**src/rtl/scr_pkg.sv**
```systemverilog
package scr_pkg;
    typedef enum logic [1:0] {
        ST_IDLE   = 2'd0,
        ST_SHIFT  = 2'd1,
        ST_ACCEPT = 2'd2,
        ST_DROP   = 2'd3
    } scr_state_e;
endpackage

```
**src/rtl/scr_sync.sv**
```systemverilog
module scr_sync #(
    parameter int W      = 3,
    parameter int STAGES = 2
) (
    input  logic         clk,
    input  logic         rst_n,
    input  logic [W-1:0] d_i,
    output logic [W-1:0] q_o
);
    localparam int CHAIN_W = W * STAGES;

    logic [CHAIN_W-1:0] chain;

    generate
        if (STAGES == 1) begin : g_single
            always_ff @(posedge clk or negedge rst_n) begin
                if (!rst_n) chain <= '0;
                else        chain <= d_i;
            end
        end else begin : g_multi
            always_ff @(posedge clk or negedge rst_n) begin
                if (!rst_n) chain <= '0;
                else        chain <= {chain[CHAIN_W-W-1:0], d_i};
            end
        end
    endgenerate

    assign q_o = chain[CHAIN_W-1 -: W];
endmodule

```
**src/rtl/scr_shifter.sv**
```systemverilog
module scr_shifter #(
    parameter int WORD_W = 27,
    parameter int CNT_W  = 5
) (
    input  logic              clk,
    input  logic              rst_n,
    input  logic              sclk_s,
    input  logic              sdat_s,
    input  logic              clr_i,
    input  logic              take_i,
    output logic [WORD_W-1:0] word_o,
    output logic [CNT_W-1:0]  cnt_o
);
    localparam logic [CNT_W-1:0] CNT_SAT = CNT_W'(WORD_W + 1);

    logic sclk_d;
    logic rise;

    assign rise = sclk_s & ~sclk_d;

    always_ff @(posedge clk or negedge rst_n) begin
        if (!rst_n) begin
            sclk_d <= 1'b0;
            word_o <= '0;
            cnt_o  <= '0;
        end else begin
            sclk_d <= sclk_s;
            if (clr_i) begin
                cnt_o <= '0;
            end else if (take_i && rise) begin
                word_o <= {word_o[WORD_W-2:0], sdat_s};
                if (cnt_o != CNT_SAT) cnt_o <= cnt_o + 1'b1;
            end
        end
    end
endmodule

```
**src/rtl/scr_fsm.sv**
```systemverilog
module scr_fsm
    import scr_pkg::*;
#(
    parameter int WORD_W = 27,
    parameter int CNT_W  = 5
) (
    input  logic             clk,
    input  logic             rst_n,
    input  logic             en_s,
    input  logic [CNT_W-1:0] cnt_i,
    output logic             clr_o,
    output logic             take_o,
    output logic             accept_o,
    output logic             drop_o
);
    localparam logic [CNT_W-1:0] CNT_FULL = CNT_W'(WORD_W);

    scr_state_e state, state_nx;

    always_ff @(posedge clk or negedge rst_n) begin
        if (!rst_n) state <= ST_IDLE;
        else        state <= state_nx;
    end

    always_comb begin
        state_nx = state;
        unique case (state)
            ST_IDLE:   if (en_s) state_nx = ST_SHIFT;
            ST_SHIFT:  if (!en_s) state_nx = (cnt_i == CNT_FULL) ? ST_ACCEPT : ST_DROP;
            ST_ACCEPT: state_nx = ST_IDLE;
            ST_DROP:   state_nx = ST_IDLE;
            default:   state_nx = ST_IDLE;
        endcase
    end

    always_comb begin
        clr_o    = (state == ST_IDLE);
        take_o   = (state == ST_SHIFT) && en_s;
        accept_o = (state == ST_ACCEPT);
        drop_o   = (state == ST_DROP);
    end
endmodule

```
**src/rtl/serial_ctrl_reg.sv**
```systemverilog
module serial_ctrl_reg #(
    parameter int PORT_W      = 3,
    parameter int RATIO_W     = 17,
    parameter int REF_W       = 3,
    parameter int SYNC_STAGES = 2
) (
    input  logic               clk,
    input  logic               rst_n,
    input  logic               ser_data_i,
    input  logic               ser_clk_i,
    input  logic               ser_en_i,
    input  logic               div_wrap_i,
    output logic [PORT_W-1:0]  port_o,
    output logic [RATIO_W-1:0] ratio_o,
    output logic [REF_W-1:0]   ref_sel_o,
    output logic               cp_hi_o,
    output logic               pre_en_o,
    output logic               test_o,
    output logic               drv_off_o,
    output logic               word_err_o
);
    localparam int WORD_W    = PORT_W + RATIO_W + REF_W + 4;
    localparam int CNT_W     = $clog2(WORD_W + 2);
    localparam int PORT_LSB  = WORD_W - PORT_W;
    localparam int RATIO_LSB = PORT_LSB - RATIO_W;
    localparam int REF_LSB   = RATIO_LSB - REF_W;

    logic [2:0]         sync_q;
    logic               en_s, sclk_s, sdat_s;
    logic [WORD_W-1:0]  word;
    logic [CNT_W-1:0]   cnt;
    logic               clr, take, commit, drop;
    logic [RATIO_W-1:0] ratio_shadow;
    logic               ratio_pend;

    scr_sync #(.W(3), .STAGES(SYNC_STAGES)) u_sync (
        .clk   (clk),
        .rst_n (rst_n),
        .d_i   ({ser_en_i, ser_clk_i, ser_data_i}),
        .q_o   (sync_q)
    );
    assign {en_s, sclk_s, sdat_s} = sync_q;

    scr_shifter #(.WORD_W(WORD_W), .CNT_W(CNT_W)) u_shift (
        .clk    (clk),
        .rst_n  (rst_n),
        .sclk_s (sclk_s),
        .sdat_s (sdat_s),
        .clr_i  (clr),
        .take_i (take),
        .word_o (word),
        .cnt_o  (cnt)
    );

    scr_fsm #(.WORD_W(WORD_W), .CNT_W(CNT_W)) u_fsm (
        .clk      (clk),
        .rst_n    (rst_n),
        .en_s     (en_s),
        .cnt_i    (cnt),
        .clr_o    (clr),
        .take_o   (take),
        .accept_o (commit),
        .drop_o   (drop)
    );

    assign word_err_o = drop;

    // Immediate fields: loaded in the accept cycle.
    always_ff @(posedge clk or negedge rst_n) begin
        if (!rst_n) begin
            port_o    <= '0;
            ref_sel_o <= '0;
            cp_hi_o   <= 1'b0;
            pre_en_o  <= 1'b0;
            test_o    <= 1'b0;
            drv_off_o <= 1'b0;
        end else if (commit) begin
            port_o    <= word[PORT_LSB +: PORT_W];
            ref_sel_o <= word[REF_LSB +: REF_W];
            cp_hi_o   <= word[3];
            pre_en_o  <= word[2];
            test_o    <= word[1];
            drv_off_o <= word[0];
        end
    end

    // Ratio: shadowed until the divider reports its cycle boundary.
    always_ff @(posedge clk or negedge rst_n) begin
        if (!rst_n) begin
            ratio_shadow <= '0;
            ratio_pend   <= 1'b0;
            ratio_o      <= '0;
        end else begin
            if (div_wrap_i && ratio_pend) ratio_o <= ratio_shadow;
            if (commit) begin
                ratio_shadow <= word[RATIO_LSB +: RATIO_W];
                ratio_pend   <= 1'b1;
            end else if (div_wrap_i) begin
                ratio_pend   <= 1'b0;
            end
        end
    end
endmodule

```
**config.mk**
```make
export PLATFORM = sky130hd
export DESIGN_NAME = serial_ctrl_reg
export DESIGN_NICKNAME = d
export VERILOG_FILES = /design/src/rtl/scr_pkg.sv /design/src/rtl/scr_sync.sv /design/src/rtl/scr_shifter.sv /design/src/rtl/scr_fsm.sv /design/src/rtl/serial_ctrl_reg.sv
export SDC_FILE = /design/constraint.sdc
export NUM_CORES = 1
export LEC_CHECK = 0
export CAP_MARGIN = 20
export CORE_ASPECT_RATIO = 0.5
export CORE_MARGIN = 8
export CORE_UTILIZATION = 25
export CTS_CLUSTER_SIZE = 28
export DETAILED_ROUTE_END_ITERATION = 12
export DONT_BUFFER_PORTS = 1
export PLACE_DENSITY_LB_ADDON = 0.25
export SETUP_SLACK_MARGIN = 0.2
export SYNTH_ARGS = -nofsm -noshare
export SYNTH_HDL_FRONTEND = slang
export SYNTH_SLANG_ARGS = --single-unit
```
**constraint.sdc**
```tcl
create_clock -name clk -period 2.1 [get_ports clk]
set_clock_uncertainty 0.15 [all_clocks]
set_input_delay 0.315 -clock clk [delete_from_list [all_inputs] [get_ports clk]]
set_output_delay 0.315 -clock clk [all_outputs]
set_load 0.005 [all_outputs]
```
# Word-level counts from Yosys, hierarchy flattened
# Index checks and enable logic that the tools add are counted.
# word_totals
ff_bits	86
out_inout_bits	28
word_cells	45
# classes
add_sub_neg	1
n_eq_ne	7
muxes	9
n_bitwise	3
reduce_logical	11
# ops
operator	n
$mux W5	3
$pmux W2 S3	1
$reduce_and A2 Y1	3
$reduce_bool A2 Y1	3
$add A5 B1 Y5 const B	1
$eq A5 B5 Y1 const B	1
$ne A5 B5 Y1 const B	1
$eq A2 B2 Y1 const B	2
$mux W2	2
$logic_and A1 B1 Y1	3
$mux W1	3
$eq A2 B1 Y1 const B	1
$logic_not A2 Y1	1
$ne A2 B1 Y1 const B	1
$ne A2 B2 Y1 const B	1
$not A1 Y1	2
$reduce_or A2 Y1	1
$and A1 B1 Y1	1

# Longest topological paths before layout
# depth
ltp_word	5
ltp_mapped	6
ltp_nobuf	6

# Modules after synthesis
# From an unflattened synthesis, not the netlist that was laid out.
# hier_totals
hier_cells	205
hier_area_um2	3465.8
# by_module_without_submodules
mod	n_inst	cells_per_inst	area_each_um2	seq_area_each_um2
serial_ctrl_reg	1	96	1736.7	1126.1
scr_shifter	1	89	1443.9	825.8
scr_sync	1	9	172.7	150.1
scr_fsm	1	11	112.6	50.0

# Worst setup path after synthesis
# Ideal clock, no wire load.
# synth_timing
kind	reg-to-reg
from	register u_fsm.state[1]
to	register u_shift.cnt_o[3]
setup_time_ns	0.077
t_arrival_ns	1.331
required_time_ns	1.873
path_slack_ns	0.541
path_stages_with_launch	6
n_path_buf	1
cell_sequence	dfrtp_1 > and4bb_1 > nand2_2 > buf_6 > or3_1 > a21oi_1
# synth_via
elab_chain_cells	5
# synth_lines
element	line_no	source
start: declaration	scr_fsm.sv:18	scr_state_e state, state_nx;
start signal: assignment	scr_fsm.sv:22	else state <= state_nx;
$eq A2 B1 Y1	scr_fsm.sv:38	take_o = (state == ST_SHIFT) && en_s;
$logic_and A1 B1 Y1	scr_fsm.sv:38	
$logic_and A1 B1 Y1	scr_shifter.sv:30	end else if (take_i && rise) begin
$reduce_bool A2 Y1 (no source line)	-	
$reduce_and A2 Y1 (no source line)	-	
end signal: assignment	scr_shifter.sv:32	if (cnt_o != CNT_SAT) cnt_o <= cnt_o + 1'b1;
end: declaration	scr_shifter.sv:12	output logic [CNT_W-1:0] cnt_o
# Parallel ways exist; a longest one is shown, timed or not.
# A chain may end at the register's enable or synchronous reset.

# Worst setup path in the final report
# Ends and elaborated chain as after synthesis.

==> implementation parameters <==
Parameter                              Value

Yosys
  Post-synthesis share of cell area spent on xor and xnor gates    0
  Seq/Total Area, Yosys    0.6703
  Number of synthesis warnings    0
  Cell area after technology mapping    3211 sq um
  Post-synth ARST share    1.000
  Arithmetic-cell share of the synthesized area counting full adders, half adders and majority gates    0.007794
  Main combinational cell family by area after synthesis    multiplexers
  Simple logic cell fraction of the synthesized area    0.03663
  Distinct cell type count of the synthesized netlist    25
  Total of flip-flops plus latches after synthesis    86
  Post-Synthesis Cells    200
  Number of enable-type register cells in the synthesized netlist    0
  Number of nets in the synthesized netlist    between 200 and 250
  Largest cells by area after synthesis    sky130_fd_sc_hd__dfrtp_1 67%, sky130_fd_sc_hd__mux2_2 25%, sky130_fd_sc_hd__buf_2 0.94%
  Cell taking the most area after synthesis    sky130_fd_sc_hd__dfrtp_1
  Synthesized area per cell    16.05 sq um
  Commonest register cell after synthesis    sky130_fd_sc_hd__dfrtp_1
  Post-synthesis compound-gate area fraction    0.01871
  Portion of netlist area occupied by mux cells    0.2490
  Proportion of netlist area held by the largest area contributor    0.6703

Setup path
  Path type of the worst setup path    register to register
  CP required    2200 ps
  Launch point of the critical path    u_fsm.state[1]$_DFFE_PN0P_
  Capturing element of the worst setup path    u_shift.cnt_o[3]$_DFFE_PN0P_
  Max incr delay on CP    420 ps
  Slack of the worst reg-to-reg path    400 ps
  Data arrival time of the worst path    1800 ps
  End of the worst register-to-register path    u_shift.cnt_o[3]$_DFFE_PN0P_
  Critical path cell sequence    and4bb_1 -> nand2_2 -> buf_12 -> or3_1 -> a21oi_1
  R2r worst-path depth    5
  Largest fanout on the critical path    30
  Kind of launch point of the worst setup path    register
  Reg-to-reg startpoint    u_fsm.state[1]$_DFFE_PN0P_
  Standard cell with the maximum stage delay on the critical path    sky130_fd_sc_hd__dfrtp_1
  Capturing element type of the critical path    register

Power
  P per Cell Area    1010 nW/um^2
  Overall Power    3.829 mW
  Max VDD drop    ~0.00033 V
  Leakage dissipation    1.857 nW

CTS
  TritonCTS Buffers    9
  Maximum level of the CTS H-tree    3
  CTS Root Buffer Type    sky130_fd_sc_hd__clkbuf_16
  Clock slew at the register clock pins of the worst setup and hold paths    60 ps
  Number of instances resized during post-cts repair    0
  CTS tree    yes
  Post-CTS Hold Buffers    4
  Buffer depth of the longest clock path    2
  Worst skew pair latency    330 ps
  Total clock sinks    86
  Setup Buffers After CTS    0

Layout
  Share of final-layout standard cells stronger than drive strength 1    0.4167
  Layout-stage area growth over the synthesis result    18.04%
  Antenna diode instance count    0
  Nets    219

Place
  Half-perimeter wire length after placement    3.254 mm
  Port Buf Inserts    0
  Placer Congestion    around 0.66

GRT
  Initial antenna violation count    0
  Number of global-route vias before repair    1641
  Final global-route overflow total    0
  First-pass GRT wire length    8.804 mm
  Gr usage total    0.06669
  Largest net degree at the start of global routing    87

STA
  Worst-case hold slack    -469.2 ps
  Worst-margin pin slew    between 300 and 400 ps
  Unrepaired setup endpoints after global routing    no
  Final period util    0.8086
  Worst slew margin relative to its limit    0.7446
  Final setup violation count    0
  Final Max Slew Viols    0
  Highest clock rate    588.9 MHz
  Final hold violations    86
  Setup TNS    0 ps
  Minimum clock period after layout    1698 ps

Routing
  Iteration-0 DRC Markers    82
  Routed vias/inst    4.073
  Total wirelength of the detailed-routed design    5.133 mm
  Vias post-DR    around 1.6k
  Average wire length per cell after detail routing    13.30 um
  Post-route ant nets    0
  Remaining routing DRC violations    0
  First-pass DRT Iterations    4

Die
  I/O pins    34
  Area of the core region    12590 sq um
  Site row count    29
  Die outline height    96.13 um
  Die Area    16940 sq um
  Initial Util    0.2550
  Die Span X    ~180 um

Worst hold path
  Class of the tightest hold or removal check    primary input to async pin

Run status
  Run status    complete, but fails checks
  Violations in the final reports    negative hold slack

Flow run
  Max cap viols    0
[flip-flops by register name (all words and copies together), names as in the netlist]
name            count
cp_hi_o             1
drv_off_o           1
port_o              3
pre_en_o            1
ratio_o            17
ratio_pend          1
ratio_shadow       17
ref_sel_o           3
test_o              1
u_fsm.state         2
u_shift.cnt_o       5
u_shift.sclk_d      1
u_shift.word_o     27
u_sync.chain        6
[per-layer routing]
metal | part of all wire | wire, um | vias up | track usage
li1 | - | - | 724 | -
met4 | 0.012 | 63 | 0 | 0.02313
met1 | 0.45 | 2285 | 822 | 0.07670
met3 | 0.064 | 329 | 4 | 0.03798
met2 | 0.48 | 2453 | 22 | 0.1040
met5 | 0 | 0 | - | 0
[final cells by class]
| class | count | area [sq um] |
|---|---|---|
| repair buffers | 7 | 75.07 |
| fillers | 1236 | 8801 |
| flip-flops and latches | 86 | 2152 |
| inverters | 4 | 15.01 |
| multi-input cells | 103 | 1002 |
| clock buffers | 12 | 256.5 |
| clock inverters | 4 | 76.32 |
| well taps | 170 | 212.7 |
[per-stage QoR]
step	instance area, sq um	worst slack [ps]	util	hold slack (ps)	cells
6_report	3790	402.0	0.3010	-469.2	386
5_1_grt	3790	351.4	0.3010	-495.8	386
4_1_cts	3790	388.2	0.3010	-490.9	386
3_5_place_dp	3417	406.1	0.2714	-127.5	366
3_3_place_gp	3417	454.4	0.2714	-128.0	366
2_1_floorplan	3211	541.3	-	-130.6	200
[cell families after synthesis]
group / after synthesis
flops: 86
compound gates: 10
fa+ha+maj: 2
simple gates: 20
mux: 71
buf+inv: 11
[critical path: cells and delay by family (launching register included)]
kind	cells	cell delay, ps
AND/OR/NAND/NOR	3	720
buffers and inverters	1	180
AO/OA/AOI/OAI	1	150
flip-flops	1	420
[cell usage after synthesis (2+ instances only)]
| master | number |
|---|---|
| sky130_fd_sc_hd__buf_2 | 6 |
| sky130_fd_sc_hd__dfrtp_1 | 86 |
| sky130_fd_sc_hd__nor3b_1 | 2 |
| sky130_fd_sc_hd__o21ai_0 | 4 |
| sky130_fd_sc_hd__nand3_1 | 3 |
| sky130_fd_sc_hd__a21oi_1 | 2 |
| sky130_fd_sc_hd__mux2_2 | 71 |
| sky130_fd_sc_hd__nand2_1 | 3 |
| sky130_fd_sc_hd__inv_1 | 4 |
| sky130_fd_sc_hd__nor2_1 | 3 |
| sky130_fd_sc_hd__ha_1 | 2 |
[placed cells by master (no fill, tap or decap), types with 2 or more instances in the layout]
cell,count
sky130_fd_sc_hd__inv_1,4
sky130_fd_sc_hd__nand3_1,3
sky130_fd_sc_hd__mux2_2,71
sky130_fd_sc_hd__o21ai_0,4
sky130_fd_sc_hd__clkbuf_16,9
sky130_fd_sc_hd__clkbuf_8,2
sky130_fd_sc_hd__bufinv_16,2
sky130_fd_sc_hd__nor3b_1,2
sky130_fd_sc_hd__nand2_1,3
sky130_fd_sc_hd__a21oi_1,2
sky130_fd_sc_hd__ha_1,2
sky130_fd_sc_hd__buf_4,2
sky130_fd_sc_hd__dlygate4sd3_1,4
sky130_fd_sc_hd__nor2_1,3
sky130_fd_sc_hd__dfrtp_1,86
[power by group]
part	switching (mW)	total, mW	internal [mW]
registers	0.0855	1.86	1.77
logic	0.101	0.240	0.139
clock network	0.620	1.73	1.11
total	0.807	3.83	3.02
[worst min-delay path by stage]
stage / startpoint / to
floorplan: rst_n / cp_hi_o$_DFFE_PN0P_
global placement: rst_n / u_sync.chain[0]$_DFF_PN0_
detailed placement: rst_n / u_sync.chain[0]$_DFF_PN0_
CTS: rst_n / u_shift.cnt_o[2]$_DFFE_PN0P_
global route: rst_n / port_o[2]$_DFFE_PN0P_
finish: rst_n / port_o[2]$_DFFE_PN0P_
Power figures use the tool's default switching activity.
